### src/rtl/bdma_pkg.sv
// Shared types for the byte-memory DMA engine.
package bdma_pkg;
    typedef enum logic [2:0] {
        ST_IDLE,   // waiting for a nonzero count write
        ST_IRD,    // issue an internal word read
        ST_ILAT,   // capture the internal read data
        ST_XACC,   // external byte access, possibly stretched
        ST_IWR     // write the packed word to internal memory
    } bdma_state_t;
endpackage

### src/rtl/bdma_waitgen.sv
// Wait-state generator. Assumes 'active' stays high for the whole of an
// external access. 'access_end' marks the final cycle of each access,
// which comes wait_ld cycles after the first one.
module bdma_waitgen #(
    parameter int WAIT_W = 3
) (
    input  logic              clk,
    input  logic              rst_n,
    input  logic              active,
    input  logic [WAIT_W-1:0] wait_ld,
    output logic              access_end
);
    logic [WAIT_W-1:0] wcnt;

    assign access_end = active && (wcnt == wait_ld);

    // count the cycles already spent in the current access
    always_ff @(posedge clk) begin
        if (!rst_n)                    wcnt <= '0;
        else if (!active || access_end) wcnt <= '0;
        else                           wcnt <= wcnt + 1'b1;
    end
endmodule

### src/rtl/bdma_packer.sv
// Byte/word shift register. Assumes WORD_W is a multiple of 8 and at least 16.
// The most significant byte leaves first and arrives first; new bytes
// enter at the bottom of the register.
module bdma_packer #(
    parameter int WORD_W = 16
) (
    input  logic              clk,
    input  logic              rst_n,
    input  logic              clear,
    input  logic              load,
    input  logic [WORD_W-1:0] load_word,
    input  logic              shift,
    input  logic [7:0]        fill_byte,
    output logic [WORD_W-1:0] word,
    output logic [7:0]        byte_out,
    output logic              last_byte
);
    localparam int NB    = WORD_W / 8;
    localparam int IDX_W = (NB > 1) ? $clog2(NB) : 1;
    localparam logic [IDX_W-1:0] LAST_IDX = IDX_W'(NB - 1);

    logic [WORD_W-1:0] shreg;
    logic [IDX_W-1:0]  bidx;

    assign word      = shreg;
    assign byte_out  = shreg[WORD_W-1 -: 8];
    assign last_byte = (bidx == LAST_IDX);

    // hold, load or shift the data bytes
    always_ff @(posedge clk) begin
        if (!rst_n)     shreg <= '0;
        else if (load)  shreg <= load_word;
        else if (shift) shreg <= {shreg[WORD_W-9:0], fill_byte};
    end

    // position of the current byte within the word
    always_ff @(posedge clk) begin
        if (!rst_n || clear) bidx <= '0;
        else if (shift)      bidx <= last_byte ? '0 : bidx + 1'b1;
    end
endmodule

### src/rtl/bdma_ctrl.sv
// Transfer sequencer: state machine, address and count registers, and
// the completion pulse. Assumes internal memory accepts a request in
// every cycle and returns read data on the cycle after im_re.
module bdma_ctrl
    import bdma_pkg::*;
#(
    parameter int BADDR_W = 22,
    parameter int WADDR_W = 14,
    parameter int CNT_W   = 14,
    parameter int WAIT_W  = 3
) (
    input  logic               clk,
    input  logic               rst_n,
    input  logic               cnt_we,
    input  logic [CNT_W-1:0]   cnt_wdata,
    input  logic [BADDR_W-1:0] cfg_baddr,
    input  logic [WADDR_W-1:0] cfg_waddr,
    input  logic               cfg_to_byte,
    input  logic [WAIT_W-1:0]  cfg_wait,
    input  logic               access_end,
    input  logic               last_byte,
    output logic               xacc,
    output logic [WAIT_W-1:0]  wait_q,
    output logic               dir_q,
    output logic               start,
    output logic               pk_load,
    output logic               pk_shift,
    output logic               busy,
    output logic [CNT_W-1:0]   count,
    output logic               done,
    output logic [BADDR_W-1:0] bm_addr,
    output logic               bm_rd,
    output logic               bm_wr,
    output logic [WADDR_W-1:0] im_addr,
    output logic               im_re,
    output logic               im_we
);
    bdma_state_t        state, nxt;
    logic [BADDR_W-1:0] baddr;
    logic [WADDR_W-1:0] waddr;
    logic [CNT_W-1:0]   cnt;
    logic               stop_req;
    logic               stop_now;
    logic               word_end;
    logic               last_word;

    assign busy      = (state != ST_IDLE);
    assign start     = !busy && cnt_we && (cnt_wdata != '0);
    assign stop_now  = stop_req || (busy && cnt_we && (cnt_wdata == '0));
    assign xacc      = (state == ST_XACC);
    assign pk_shift  = xacc && access_end;
    assign pk_load   = (state == ST_ILAT);
    assign word_end  = (state == ST_IWR) || (pk_shift && last_byte && dir_q);
    assign last_word = (cnt == CNT_W'(1)) || stop_now;

    assign count   = cnt;
    assign bm_addr = baddr;
    assign bm_rd   = xacc && !dir_q;
    assign bm_wr   = xacc && dir_q;
    assign im_addr = waddr;
    assign im_re   = (state == ST_IRD);
    assign im_we   = (state == ST_IWR);

    // choose the next state of the transfer
    always_comb begin
        nxt = state;
        unique case (state)
            ST_IDLE: if (start) nxt = cfg_to_byte ? ST_IRD : ST_XACC;
            ST_IRD:  nxt = ST_ILAT;
            ST_ILAT: nxt = ST_XACC;
            ST_XACC: if (access_end && last_byte)
                         nxt = !dir_q ? ST_IWR : (last_word ? ST_IDLE : ST_IRD);
            ST_IWR:  nxt = last_word ? ST_IDLE : ST_XACC;
            default: nxt = ST_IDLE;
        endcase
    end

    // state, configuration capture, address and count updates
    always_ff @(posedge clk) begin
        if (!rst_n) begin
            state    <= ST_IDLE;
            baddr    <= '0;
            waddr    <= '0;
            cnt      <= '0;
            dir_q    <= 1'b0;
            wait_q   <= '0;
            stop_req <= 1'b0;
            done     <= 1'b0;
        end else begin
            state <= nxt;
            done  <= word_end && last_word;
            if (start) begin
                baddr    <= cfg_baddr;
                waddr    <= cfg_waddr;
                cnt      <= cnt_wdata;
                dir_q    <= cfg_to_byte;
                wait_q   <= cfg_wait;
                stop_req <= 1'b0;
            end else begin
                if (busy && cnt_we && (cnt_wdata == '0)) stop_req <= 1'b1;
                if (pk_shift) baddr <= baddr + 1'b1;
                if (word_end) begin
                    waddr <= waddr + 1'b1;
                    cnt   <= last_word ? '0 : cnt - 1'b1;
                end
            end
        end
    end
endmodule

### src/rtl/bytemem_dma.sv
// Top of the byte-memory DMA engine. It joins the sequencer, the
// wait-state generator and the byte packer. Assumes WORD_W is a
// multiple of 8 and that neither memory ever stalls the engine.
module bytemem_dma #(
    parameter int BADDR_W = 22,
    parameter int WADDR_W = 14,
    parameter int WORD_W  = 16,
    parameter int CNT_W   = 14,
    parameter int WAIT_W  = 3
) (
    input  logic               clk,
    input  logic               rst_n,
    input  logic               cnt_we,
    input  logic [CNT_W-1:0]   cnt_wdata,
    input  logic [BADDR_W-1:0] cfg_baddr,
    input  logic [WADDR_W-1:0] cfg_waddr,
    input  logic               cfg_to_byte,
    input  logic [WAIT_W-1:0]  cfg_wait,
    output logic               busy,
    output logic [CNT_W-1:0]   count,
    output logic               done,
    output logic [BADDR_W-1:0] bm_addr,
    output logic               bm_rd,
    output logic               bm_wr,
    output logic [7:0]         bm_wdata,
    input  logic [7:0]         bm_rdata,
    output logic [WADDR_W-1:0] im_addr,
    output logic               im_re,
    output logic               im_we,
    output logic [WORD_W-1:0]  im_wdata,
    input  logic [WORD_W-1:0]  im_rdata
);
    logic              xacc, access_end, last_byte, dir_q, start;
    logic              pk_load, pk_shift;
    logic [WAIT_W-1:0] wait_q;
    logic [7:0]        fill_byte;

    // inward transfers shift in read bytes; outward ones shift in zeros
    assign fill_byte = dir_q ? 8'h00 : bm_rdata;

    bdma_ctrl #(
        .BADDR_W(BADDR_W), .WADDR_W(WADDR_W), .CNT_W(CNT_W), .WAIT_W(WAIT_W)
    ) u_ctrl (
        .clk(clk), .rst_n(rst_n),
        .cnt_we(cnt_we), .cnt_wdata(cnt_wdata),
        .cfg_baddr(cfg_baddr), .cfg_waddr(cfg_waddr),
        .cfg_to_byte(cfg_to_byte), .cfg_wait(cfg_wait),
        .access_end(access_end), .last_byte(last_byte),
        .xacc(xacc), .wait_q(wait_q), .dir_q(dir_q), .start(start),
        .pk_load(pk_load), .pk_shift(pk_shift),
        .busy(busy), .count(count), .done(done),
        .bm_addr(bm_addr), .bm_rd(bm_rd), .bm_wr(bm_wr),
        .im_addr(im_addr), .im_re(im_re), .im_we(im_we)
    );

    bdma_waitgen #(.WAIT_W(WAIT_W)) u_wait (
        .clk(clk), .rst_n(rst_n),
        .active(xacc), .wait_ld(wait_q), .access_end(access_end)
    );

    bdma_packer #(.WORD_W(WORD_W)) u_pack (
        .clk(clk), .rst_n(rst_n),
        .clear(start), .load(pk_load), .load_word(im_rdata),
        .shift(pk_shift), .fill_byte(fill_byte),
        .word(im_wdata), .byte_out(bm_wdata), .last_byte(last_byte)
    );
endmodule

### config.mk
export PLATFORM = sky130hd
export DESIGN_NAME = bytemem_dma
export DESIGN_NICKNAME = d
export VERILOG_FILES = /design/src/rtl/bdma_pkg.sv /design/src/rtl/bdma_waitgen.sv /design/src/rtl/bdma_packer.sv /design/src/rtl/bdma_ctrl.sv /design/src/rtl/bytemem_dma.sv
export SDC_FILE = /design/constraint.sdc
export NUM_CORES = 1
export LEC_CHECK = 0
export BUFFER_PORTS_ARGS = -buffer_cell sky130_fd_sc_hd__buf_2
export CAP_MARGIN = 40
export CORE_ASPECT_RATIO = 1.25
export CORE_MARGIN = 3
export CORE_UTILIZATION = 53
export DETAILED_ROUTE_END_ITERATION = 8
export PLACE_DENSITY = 0.86
export SYNTH_ARGS = -nofsm -noshare
export SYNTH_HDL_FRONTEND = slang
export SYNTH_SLANG_ARGS = --single-unit
### constraint.sdc
create_clock -name clk -period 4.3 [get_ports clk]
set_input_delay 0.43 -clock clk [delete_from_list [all_inputs] [get_ports clk]]
set_output_delay 0.43 -clock clk [all_outputs]
set_load 0.005 [all_outputs]
# Word level (Yosys, flattened, before mapping)

Cells that the tools add are included.

Bits in registers: 79
Input bits: 81
Output and inout bits: 80
Logic and storage cells: 74

$add $sub $neg: 5
Eq/ne operators: 8
Multiplexer cells: 18
Bitwise gates (word level): 1
Reductions and logical operators: 31

Operators with widths:

| operator                                                               | number |
|---|---|
| 14-bit two-way mux                                                     | 5 |
| 22-bit two-way mux                                                     | 2 |
| 16-bit two-way mux                                                     | 2 |
| 22-bit by 1-bit adder with 22-bit output, second input constant        | 1 |
| 3-bit case mux with 5 select lines                                     | 1 |
| 14-bit by 1-bit adder with 14-bit output, second input constant        | 1 |
| 14-bit by 1-bit equality test with 1-bit output, second input constant | 1 |
| 14-bit zero test                                                       | 1 |
| 14-bit nonzero test                                                    | 1 |
| 14-bit by 1-bit subtractor with 14-bit output, second input constant   | 1 |
| 1-bit logical AND                                                      | 12 |
| 3-bit two-way mux                                                      | 3 |
| 8-bit two-way mux                                                      | 1 |
| 3-bit by 2-bit equality test with 1-bit output, second input constant  | 2 |
| 2-bit nonzero test                                                     | 3 |
| 1-bit logical OR                                                       | 5 |
| 1-bit zero test                                                        | 4 |
| 2-bit two-way mux                                                      | 2 |
| 2-bit OR reduction                                                     | 2 |
| 3-bit by 1-bit adder with 3-bit output, second input constant          | 1 |
| 3-bit by 1-bit equality test with 1-bit output, second input constant  | 1 |
| 3-bit equality test                                                    | 1 |
| 3-bit equality test, second input constant                             | 1 |
| 3-bit zero test                                                        | 1 |
| other kinds (7)                                                        | 8 |

# Longest topological paths before layout

Depth in word-level cells: 9
Mapped depth: 10
Mapped depth without buffers: 7

# Modules after synthesis

Synthesis repeated with hierarchy kept, for this count alone.

Cells, all modules: 520
Area, all modules: 4,408.0 um^2

Modules (own cells, without submodules):

| module       | times used | cells an instance | area an instance (um^2) | seq. area each (um^2) |
|---|---|---|---|---|
| bdma_ctrl    | 1          | 416               | 3,264.4                 | 1,181.1 |
| bdma_packer  | 1          | 82                | 943.4                   | 340.3 |
| bdma_waitgen | 1          | 14                | 150.1                   | 60.1 |
| bytemem_dma  | 1          | 8                 | 50.0                    | 0.0 |

# Worst setup path after synthesis

No wires, ideal clock.

Path kind: input to register
Start point: input cnt_wdata[1]
End point: register u_ctrl.cnt[12], in the netlist u_ctrl.count[12]
Setup time: 0.058 ns
Arrival time: 1.930 ns
Data required time: 4.242 ns
Path slack: 2.312 ns
Stages on the path: 7
Path buffers: 1
Path through: nor4_1 nand4_1 and3_1 buf_2 nor3_1 o2bb2ai_1 a211o_1

Word-level cells in the longest chain between the ends: 7
Elaborated cells between the ends (all ways): 10
Classes of those cells: mux (3); reduce/logical (7)

Ends and longest elaborated chain:

| item                   | RTL line          | text |
|---|---|---|
| start: declaration     | bytemem_dma.sv:14 | `input logic [CNT_W-1:0] cnt_wdata,` |
| 14-bit zero test       | bdma_ctrl.sv:49   | `assign stop_now = stop_req \|\| (busy && cnt_we && (cnt_wdata == '0));` |
| 1-bit logical AND      | bdma_ctrl.sv:49   |  |
| 1-bit logical OR       | bdma_ctrl.sv:49   |  |
| 1-bit logical OR       | bdma_ctrl.sv:54   | `assign last_word = (cnt == CNT_W'(1)) \|\| stop_now;` |
| 14-bit two-way mux     | bdma_ctrl.sv:104  | `cnt <= last_word ? '0 : cnt - 1'b1;` |
| 14-bit two-way mux     | bdma_ctrl.sv:102  | `if (word_end) begin` |
| 14-bit two-way mux     | bdma_ctrl.sv:92   | `if (start) begin` |
| end signal: assignment | bdma_ctrl.sv:95   | `cnt <= cnt_wdata;` |
| end signal: assignment | bdma_ctrl.sv:104  |  |
| end: declaration       | bdma_ctrl.sv:41   | `logic [CNT_W-1:0] cnt;` |

Several ways; a longest one is shown, not always the timed one. The select of a mux whose other input is x is not followed.
A chain may end at the register's enable or synchronous reset.

# Worst setup path in the final report

Start point: register u_ctrl.cnt[2], in the netlist u_ctrl.count[2]
End point: register u_ctrl.cnt[12], in the netlist u_ctrl.count[12]

Word-level cells in the longest chain between the ends: 5
Elaborated cells between the ends (all ways): 6
Classes of those cells: add/sub (1); eq/ne (1); mux (3); reduce/logical (1)

Ends and longest elaborated chain:

| item                                                                                  | RTL line |
|---|---|
| branches (longest 2 deep; another with 14-bit by 1-bit subtractor with 14-bit output) | -- |
| 14-bit two-way mux *                                                                  | bdma_ctrl.sv:104 |
| 14-bit two-way mux *                                                                  | bdma_ctrl.sv:102 |
| 14-bit two-way mux *                                                                  | bdma_ctrl.sv:92 |

Every way passes the cells marked *. The select of a mux whose other input is x is not followed.

==> reports/metrics.yaml <==
run_status:
  status: "complete, no violations"
synth:
  ys_warn_count: 0
  synthArstFlopShare_pct: 0
  synthDistinctLibCells: 55
  syn_area_per_cell_um2: 8.07
  ys_top_cells_by_count: "79 x dfxtp_1, 66 x nand2_1, 40 x a21oi_1"
  synthTopCellsByArea: "dfxtp_1 38%, nand2_1 6.0%, a21oi_1 4.9%, xor2_1 4.7%, o21ai_0 4.4%"
  ys_ff_latch: 79
  synth_ff_type: "dfxtp_1"
  synth_nets: 596
  synth_edf_count: 0
  synth.most_common_cell: "dfxtp_1"
  synth_area_leader_cell: "dfxtp_1"
  syn_area_um2: 4120
  syn_inst: 510
  yosysTopAreaCellShare_pct: 38.4
  seq_area_frac_synth_pct: 38.4
global_routing:
  grt_pass1_vias: 4085
  grt_max_degree: 43
  grt_antenna_before_repair: 0
  grt-ovfl-total: 0
  grt_pass1_wl_mm: 18.6
  grtUsageTotal_pct: 24.9
power:
  clockPowerShare_pct: 19.6
  p_sw_mw: 1.10
  power.leakage_nw: 2.27
  internal-power_mw: 1.72
  power_density_nw_per_um2: 555
  p_sw_share_pct: 39.1
  comb_power_share_pct: 38.7
  ir_drop_mv: 0.415
  pwr-share-seq_pct: 41.6
clock_network:
  htreeDepth: 3
  ctsResizeCount: 0
  worstSkewPairLatency_ns: 0.34
  cts.sinks: 79
  cts.clk_slew.worst_paths_ns: 0.09
  clockBufferDepth: 2
  cts_setup_buffers: 0
  cts-buffers-inserted: 9
  tritoncts: "yes"
  root_buffer: "clkbuf_8"
  cts_hold_buf: 0
routing:
  antenna_left: 0
  wl_per_cell_um: 15.4
  vias_per_cell: 5.88
  drt_first_pass_iters: 7
  routed_wl_mm: 11.5
  via_count: 4363
  route.detailed.drc: 0
  drtIter0Drc: 310
sta:
  slew_violations: 0
  timing.final.ws_setup_ns: 1.79
  tightest_slew_ns: 0.876
  max_freq_mhz: 398
  min_period_ns: 2.51
  fin_skew_ns: 0.0101
  finalSetupTns_ns: 0
  fin_crit_sh_pct: 58.4
  setup_viol: 0
  whs_ns: 0.315
  hold_viol: 0
  rsz0062_at_grt: "false"
  slew_headroom_pct: 41.2
layout:
  final_util_pct: 68.3
  n_fill_cell: 664
  stdcell_area_um2: 5080
  seqCellArea_um2: 1580
  multi_input_area_um2: 2310
  diodes: 0
  nNetsFinal: 731
  area.growth.synth_to_final_pct: 23.5
  drive_gt1_share_pct: 28.9
worst_setup_path:
  reg2regPathDepth: 6
  r2r_start: "u_ctrl.count[2]$_SDFFE_PN0P_"
  critPathKind: "reg -> reg"
  cp-end-kind: "flop"
  startpoint: "u_ctrl.count[2]$_SDFFE_PN0P_"
  critPathLaunchType: "flop"
  rrSetupSlack_ns: 1.79
  worstPathMaxFanout: 17
  timing.rr.end: "u_ctrl.count[12]$_SDFFE_PN0P_"
  critPathRequiredTime_ns: 4.53
  cp_data_arrival_time_ns: 2.74
die:
  start_util_pct: 55.3
  die_x_um: 84.8
  dieArea_um2: 8870
  core_region_area_um2: 7440
  num_rows: 35
  ios: 161
  die_h_um: 105
placed_design:
  dpl_worst_slack_ns: 1.51
  dpl.hpwl_mm: 8.38
  gp_congestion: 0.855
  dpl_cell_area_um2: 4890
  io_buffers: 160
min_path:
  holdPathStages: 2
  min_from: "cnt_wdata[12]"
  worstHoldPathType: "in -> reg"
  whs_endpoint: "u_ctrl.count[12]$_SDFFE_PN0P_"
job:
  maxCapViolCount: 0
==> through the flow <==
stage | cells | total power, mW
after CTS | 742 | 2.83
after floorplan | 510 | 1.87
final | 742 | 2.82
after global routing | 742 | 3.02
after global placement | 724 | 2.21
after detailed placement | 726 | 2.27
==> cell families (layout without fill, tap and decap cells) <==
kind of cell / count (synthesis) / count (layout) / share of synthesized area [%]
compound gates: 135 / 135 / 20.9
flops: 79 / 79 / 38.4
fa+ha+maj: 5 / 5 / 1.52
xor+xnor: 37 / 37 / 7.87
buf+inv: 49 / 189 / 5.68
simple gates: 205 / 205 / 25.6
==> critical path, stage by stage (launching register included) <==
cell and delay (ns):
dfxtp_1 0.36, or4_1 0.67, nor3_4 0.24, nand4b_1 0.16
or4b_1 0.55, o2bb2ai_1 0.15, a211o_1 0.27
==> cell type report <==
cell class,count,area share (%)
timing repair buffer,165,16.8
inverter,8,0.591
clock inverter,6,1.18
tap,92,2.26
clock buffer,10,2.71
sequential,79,31.1
multi-input combinational,382,45.4
==> flip-flops by register name (all words and copies together) (netlist names) <==
register          count
u_ctrl.done           1
u_pack.last_byte      1
u_ctrl.count         14
u_ctrl.bm_addr       22
u_ctrl.stop_req       1
u_ctrl.im_addr       14
u_ctrl.wait_q         3
u_pack.word          16
u_wait.wcnt           3
u_ctrl.dir_q          1
u_ctrl.state          3
==> routing by layer <==
layer | global-route usage, % | routed length, um | up-vias
met4 | 6.79 | 125 | 0
met3 | 4.65 | 873 | 10
li1 | - | - | 2102
met5 | 0 | 0 | -
met1 | 31.4 | 4640 | 2072
met2 | 43.3 | 5820 | 179
==> power groups by stage <==
stage / sequential, mW / clock (mW) / combinational [mW]
final: 1.17 / 0.554 / 1.09
after global routing: 1.21 / 0.599 / 1.22
after CTS: 1.17 / 0.565 / 1.09
after detailed placement: 1.19 / 0 / 1.09
after global placement: 1.17 / 0 / 1.04
after floorplan: 1.16 / 0 / 0.712
==> placed cells by master, fill, tap and decap left out, types with 3 or more instances in the layout <==
master / instances
xnor2_1: 15
a311oi_1: 16
a21oi_1: 40
nor4_1: 6
buf_2: 160
a22oi_1: 6
nand2_1: 66
nor2_1: 37
nand3b_1: 8
clkbuf_8: 10
nand4_1: 15
clkinv_2: 3
buf_4: 3
nand3_1: 22
xor2_1: 22
ha_1: 5
and3_1: 11
and4_1: 4
o2bb2ai_1: 4
nor3_1: 11
a21o_1: 8
dfxtp_1: 79
inv_1: 8
a211oi_1: 5
nor2b_1: 3
o21ai_0: 36
and2_1: 5
==> worst max-delay path by stage <==
stage                     cells past startpoint                            end
after floorplan                               7  u_ctrl.count[12]$_SDFFE_PN0P_
after global placement                        7   u_ctrl.count[1]$_SDFFE_PN0P_
after detailed placement                      7   u_ctrl.count[5]$_SDFFE_PN0P_
after CTS                                     6  u_ctrl.count[12]$_SDFFE_PN0P_
after global routing                          7   u_ctrl.count[1]$_SDFFE_PN0P_
final                                         6  u_ctrl.count[12]$_SDFFE_PN0P_
Note: power is estimated with default switching activity, not from simulation.
